$ cat config.mk
export PLATFORM = sky130hd
export DESIGN_NAME = dual_issue_sched
export DESIGN_NICKNAME = d
export VERILOG_FILES = /design/src/rtl/issue_lock_table.sv /design/src/rtl/issue_slot_check.sv /design/src/rtl/dual_issue_sched.sv
export SDC_FILE = /design/constraint.sdc
export NUM_CORES = 1
export LEC_CHECK = 0
export BUFFER_PORTS_ARGS = -buffer_cell sky130_fd_sc_hd__buf_2
export CAP_MARGIN = 20
export CORE_ASPECT_RATIO = 1.25
export CORE_MARGIN = 2
export CORE_UTILIZATION = 40
export CTS_CLUSTER_SIZE = 20
export DETAILED_ROUTE_END_ITERATION = 8
export GPL_ROUTABILITY_DRIVEN = 0
export GPL_TIMING_DRIVEN = 0
export PLACE_DENSITY = 0.68
export SYNTH_ARGS = -nofsm -noshare
export SYNTH_HDL_FRONTEND = slang
export SYNTH_HIERARCHICAL = 1
export SYNTH_SLANG_ARGS = --single-unit
$ cat constraint.sdc
create_clock -name clk -period 6.9 [get_ports clk]
set_clock_uncertainty 0.15 [all_clocks]
set_input_delay 1.035 -clock clk [delete_from_list [all_inputs] [get_ports clk]]
set_output_delay 1.035 -clock clk [all_outputs]
set_load 0.02 [all_outputs]
$ cat src/rtl/issue_lock_table.sv
module issue_lock_table #(
    parameter int NREG = 32,
    localparam int RW = $clog2(NREG)
) (
    input  logic                clk,
    input  logic                rst_n,
    input  logic [1:0]          set_en_i,
    input  logic [1:0][RW-1:0]  set_reg_i,
    input  logic                clr_en_i,
    input  logic [RW-1:0]       clr_reg_i,
    output logic [NREG-1:0]     lock_o
);
    typedef struct packed {
        logic [NREG-1:0] bits;
    } lock_state_t;

    lock_state_t st_d, st_q;

    always_comb begin
        st_d = st_q;
        if (clr_en_i) st_d.bits[clr_reg_i] = 1'b0;
        // a new lock wins over a clear that lands in the same clock
        for (int s = 0; s < 2; s++) begin
            if (set_en_i[s]) st_d.bits[set_reg_i[s]] = 1'b1;
        end
        st_d.bits[0] = 1'b0;
    end

    always_ff @(posedge clk) begin
        if (!rst_n) st_q <= '0;
        else        st_q <= st_d;
    end

    assign lock_o = st_q.bits;
endmodule

$ cat src/rtl/issue_slot_check.sv
module issue_slot_check #(
    parameter int NREG  = 32,
    parameter int NUNIT = 3,
    localparam int RW = $clog2(NREG),
    localparam int UW = $clog2(NUNIT)
) (
    input  logic [NREG-1:0]  lock_i,
    input  logic [RW-1:0]    src_a_i,
    input  logic [RW-1:0]    src_b_i,
    input  logic [RW-1:0]    dst_i,
    input  logic [UW-1:0]    unit_i,
    input  logic [NUNIT-1:0] busy_i,
    output logic             clear_o,
    output logic [NUNIT-1:0] unit_hot_o
);
    logic regs_free;

    always_comb begin
        unit_hot_o = '0;
        for (int u = 0; u < NUNIT; u++) begin
            if (unit_i == UW'(u)) unit_hot_o[u] = 1'b1;
        end
        regs_free = !lock_i[src_a_i] && !lock_i[src_b_i] && !lock_i[dst_i];
        clear_o   = regs_free && (|unit_hot_o) && !(|(unit_hot_o & busy_i));
    end
endmodule

$ cat src/rtl/dual_issue_sched.sv
module dual_issue_sched #(
    parameter int NREG  = 32,
    parameter int NUNIT = 3,
    localparam int RW = $clog2(NREG),
    localparam int UW = $clog2(NUNIT)
) (
    input  logic                clk,
    input  logic                rst_n,
    input  logic                grp_valid_i,
    input  logic [1:0][UW-1:0]  slot_unit_i,
    input  logic [1:0][RW-1:0]  slot_src_a_i,
    input  logic [1:0][RW-1:0]  slot_src_b_i,
    input  logic [1:0][RW-1:0]  slot_dst_i,
    input  logic [NUNIT-1:0]    unit_busy_i,
    input  logic                wb_valid_i,
    input  logic [RW-1:0]       wb_reg_i,
    output logic                grp_ready_o,
    output logic [1:0]          issue_o,
    output logic [NUNIT-1:0]    unit_go_o,
    output logic [NUNIT-1:0]    unit_from_s1_o
);
    typedef struct packed {
        logic half;   // slot 0 of the held pair has already issued
    } pair_state_t;

    pair_state_t st_d, st_q;

    logic [NREG-1:0]          locks;
    logic [1:0]               slot_clear;
    logic [1:0][NUNIT-1:0]    slot_hot;
    logic                     s0_go, s1_go, intra_dep, unit_clash;
    logic [1:0]               set_en;

    for (genvar s = 0; s < 2; s++) begin : g_slot
        issue_slot_check #(.NREG(NREG), .NUNIT(NUNIT)) u_chk (
            .lock_i     (locks),
            .src_a_i    (slot_src_a_i[s]),
            .src_b_i    (slot_src_b_i[s]),
            .dst_i      (slot_dst_i[s]),
            .unit_i     (slot_unit_i[s]),
            .busy_i     (unit_busy_i),
            .clear_o    (slot_clear[s]),
            .unit_hot_o (slot_hot[s])
        );
    end

    always_comb begin
        st_d = st_q;

        intra_dep = (slot_dst_i[0] != '0) &&
                    ((slot_src_a_i[1] == slot_dst_i[0]) ||
                     (slot_src_b_i[1] == slot_dst_i[0]) ||
                     (slot_dst_i[1]   == slot_dst_i[0]));
        unit_clash = |(slot_hot[0] & slot_hot[1]);

        s0_go = grp_valid_i && !st_q.half && slot_clear[0];
        s1_go = grp_valid_i && slot_clear[1] &&
                (st_q.half || (s0_go && !unit_clash && !intra_dep));

        if (s1_go)      st_d.half = 1'b0;
        else if (s0_go) st_d.half = 1'b1;

        set_en[0] = s0_go && (slot_dst_i[0] != '0);
        set_en[1] = s1_go && (slot_dst_i[1] != '0);

        issue_o        = {s1_go, s0_go};
        grp_ready_o    = s1_go;
        unit_go_o      = (s0_go ? slot_hot[0] : '0) | (s1_go ? slot_hot[1] : '0);
        unit_from_s1_o = s1_go ? slot_hot[1] : '0;
    end

    always_ff @(posedge clk) begin
        if (!rst_n) st_q <= '0;
        else        st_q <= st_d;
    end

    issue_lock_table #(.NREG(NREG)) u_locks (
        .clk       (clk),
        .rst_n     (rst_n),
        .set_en_i  (set_en),
        .set_reg_i (slot_dst_i),
        .clr_en_i  (wb_valid_i),
        .clr_reg_i (wb_reg_i),
        .lock_o    (locks)
    );
endmodule

==> results.toml <==
[clock_network]
post_cts_buffers = 0
clk_latency_ns = 0.29
cts.path.max_buffers = 2
cts_made_buffers = 5
cts_hold_buf = 0
cts.clk_slew.worst_paths_ns = 0.05
clock-sinks = 32
cts_tree = "yes"
cts-root-buf = "clkbuf_16"
cts-resized-gates = 0
cts_max_level = 2

[yosys]
syn-num-nets = 461
syn_area_sq_um = 3990
synth.avg_cell_area_sq_um = 9.60
synth_seq_area_share_pct = 16.1
synth_cells = 415
ys_ff_latch = 32
yosysWarnings = 6
yosys.area.top_type = "dfxtp_1"
synth_top_area_share_pct = 16.1
yosysUniqueCellTypes = 58
synthFlopType = "dfxtp_1"
async_flop_share_pct = 0
synth-edff-count = 0
ys_top_cells_by_area = "dfxtp_1, mux4_2, mux2i_1, mux4_1, a22oi_1"

[critical_path]
cp-startpoint = "slot_dst_i[2]"
reg2reg_to = "u_locks/lock_o[2]"
critPathLaunchType = "input pin"
r2r_cells = 13
cp.required_ns = 5.71
crit_fanout = 14
critPathCapture = "unit_from_s1_o[2]"
r2r_slack_ns = 2.15
critPathKind = "in -> out"
cp.arrival_ns = 4.86
cp-end-kind = "output port"
rr_startpoint = "u_locks/lock_o[23]"

[cells_and_area]
num-fill-cells = 936
final_common_cell = "buf_2"
stdcell_count = 597
antennaDiodeCount = 0
ff_latch_area_sq_um = 641
area_growth_pct = 14.2
final_area_sq_um = 4550
nNetsFinal = 516
layout.cells.most_common_list = "buf_2, mux2i_1, dfxtp_1"
multi_input_area_sq_um = 3190
drive_gt1_share_pct = 24.0

[worst_hold_path]
worst_hold_path_type = "reg -> reg"
min_from = "u_locks/lock_o[16]"

[floorplanning]
die_h_um = 116
die-width_um = 93.3
core_region_area_sq_um = 9660
die-area_sq_um = 10800
initial_utilization_pct = 41.3
num_rows = 40
num_io_pins = 55

[placed_design]
dp_hpwl_um = 9810
place_area_sq_um = 4380
place_inst = 589
dp_worst_setup_slack_ns = 0.862
port-buffer-count = 48

[timing]
fin_crit_sh_pct = 87.7
tightest_slew_ns = 0.922
final.setup.worst_slack_ns = 0.852
max-slew-margin-rel_pct = 38.0
hold_violations = 0
setup_viol = 0
rsz0062_at_grt = "no"
final.min_clock_period_ns = 6.05
drv_slew = 0
tns_ns = 0
max_freq_ghz = 0.165
holdWs_ns = 0.438

[global_route]
overflow = 0
antenna_found_initial = 0
grt_start_max_net_pins = 17
grt_pass1_wl_um = 20500
grt_pass1_vias = 3888
grt_usage_pct = 24.4

[status]
status = "finished clean"

[detailed_routing]
viasPerCell = 6.68
drtPass1Iterations = 5
drt-initial-drc-count = 304
drc = 0
vias = 3989
avgRoutedWirePerCell_um = 22.2
postRouteAntennaNets = 0
wl_um = 13200

[pwr]
leakage_nw = 1.61
ir_drop_v = 0.000124
power-per-cell-area_nw_per_um2 = 130

[job]
cap_viol_max_count = 0
[worst min-delay path by stage]
| stage | end | depth (start not counted) |
|---|---|---|
| floorplan | u_locks/lock_o[12] | 2 |
| global placement | u_locks/lock_o[16] | 2 |
| detailed placement | u_locks/lock_o[16] | 2 |
| CTS | u_locks/lock_o[16] | 2 |
| global route | u_locks/lock_o[16] | 2 |
| finish | u_locks/lock_o[16] | 2 |
[report_power, final]
| group | total [mW] | switching (mW) | internal, mW |
|---|---|---|---|
| Clock | 0.254 | 0.0848 | 0.169 |
| Sequential | 0.189 | 0.00241 | 0.186 |
| Combinational | 0.149 | 0.0890 | 0.0597 |
| Total | 0.592 | 0.176 | 0.415 |
[cell usage after synthesis (3+ instances only)]
library cell / count
buf_4: 3
xnor2_1: 13
nor2_1: 16
nand4b_1: 5
mux4_2: 24
mux2i_1: 34
buf_2: 4
nor3_1: 7
mux2_2: 6
nand3b_1: 12
nand2b_1: 4
o311ai_0: 4
dfxtp_1: 32
a21boi_1: 3
a221o_1: 3
nand3_1: 13
a21boi_0: 28
o21ai_0: 30
o22ai_1: 3
and2_1: 5
o21ai_1: 5
mux4_1: 10
clkbuf_1: 21
nor2b_1: 17
o2111ai_1: 4
nand2_1: 15
nand4bb_1: 3
and4bb_2: 6
a32o_1: 3
and4b_1: 8
nor3b_1: 3
a211oi_1: 3
a22oi_1: 31
[logic make-up (layout without fill, tap and decap cells)]
family / count (synthesis) / count (layout) / synth area share (%)
xor+xnor: 15 / 15 / 3.30
flops: 32 / 32 / 16.1
buf+inv: 33 / 89 / 3.89
compound gates: 131 / 131 / 24.5
mux: 74 / 74 / 30.4
simple gates: 129 / 129 / 21.8
other cells: 1 / 1 / 0.0941
[critical path: stages]
cell	delay [ns]
buf_2	0.32
buf_1	0.49
mux2_2	0.39
o311ai_0	0.32
o211ai_1	0.20
nor4_2	0.64
nand2_2	0.19
a2111oi_4	0.45
inv_2	0.11
o32ai_4	0.38
and2_1	0.17
buf_2	0.15
[through the flow]
stage | total power [mW] | util (%)
after global placement | 0.335 | 45.4
after detailed placement | 0.338 | 45.4
after CTS | 0.590 | 47.1
final | 0.592 | 47.1
after global routing | 0.613 | 47.1
after floorplan | 0.283 | -
[routing by layer]
metal | track usage [%] | vias to the layer above | wire, um
li1 | - | 1797 | -
met1 | 29.4 | 1946 | 5080
met2 | 43.3 | 204 | 6750
met3 | 3.84 | 42 | 915
met4 | 10.5 | 0 | 488
met5 | 0 | - | 0
[sequential cells by signal, summed over array words and instances, names as in the netlist]
name,count
u_locks/lock_o,31
st_q,1
[final cells by class]
type / instances / area share (%)
multi-input cells: 350 / 70.1
inverters: 1 / 0.0825
clock inverters: 3 / 0.935
flip-flops and latches: 32 / 14.1
well taps: 126 / 3.46
repair buffers: 48 / 5.28
plain buffers: 32 / 3.33
clock buffers: 5 / 2.75
(Power assumes the default switching activity.)
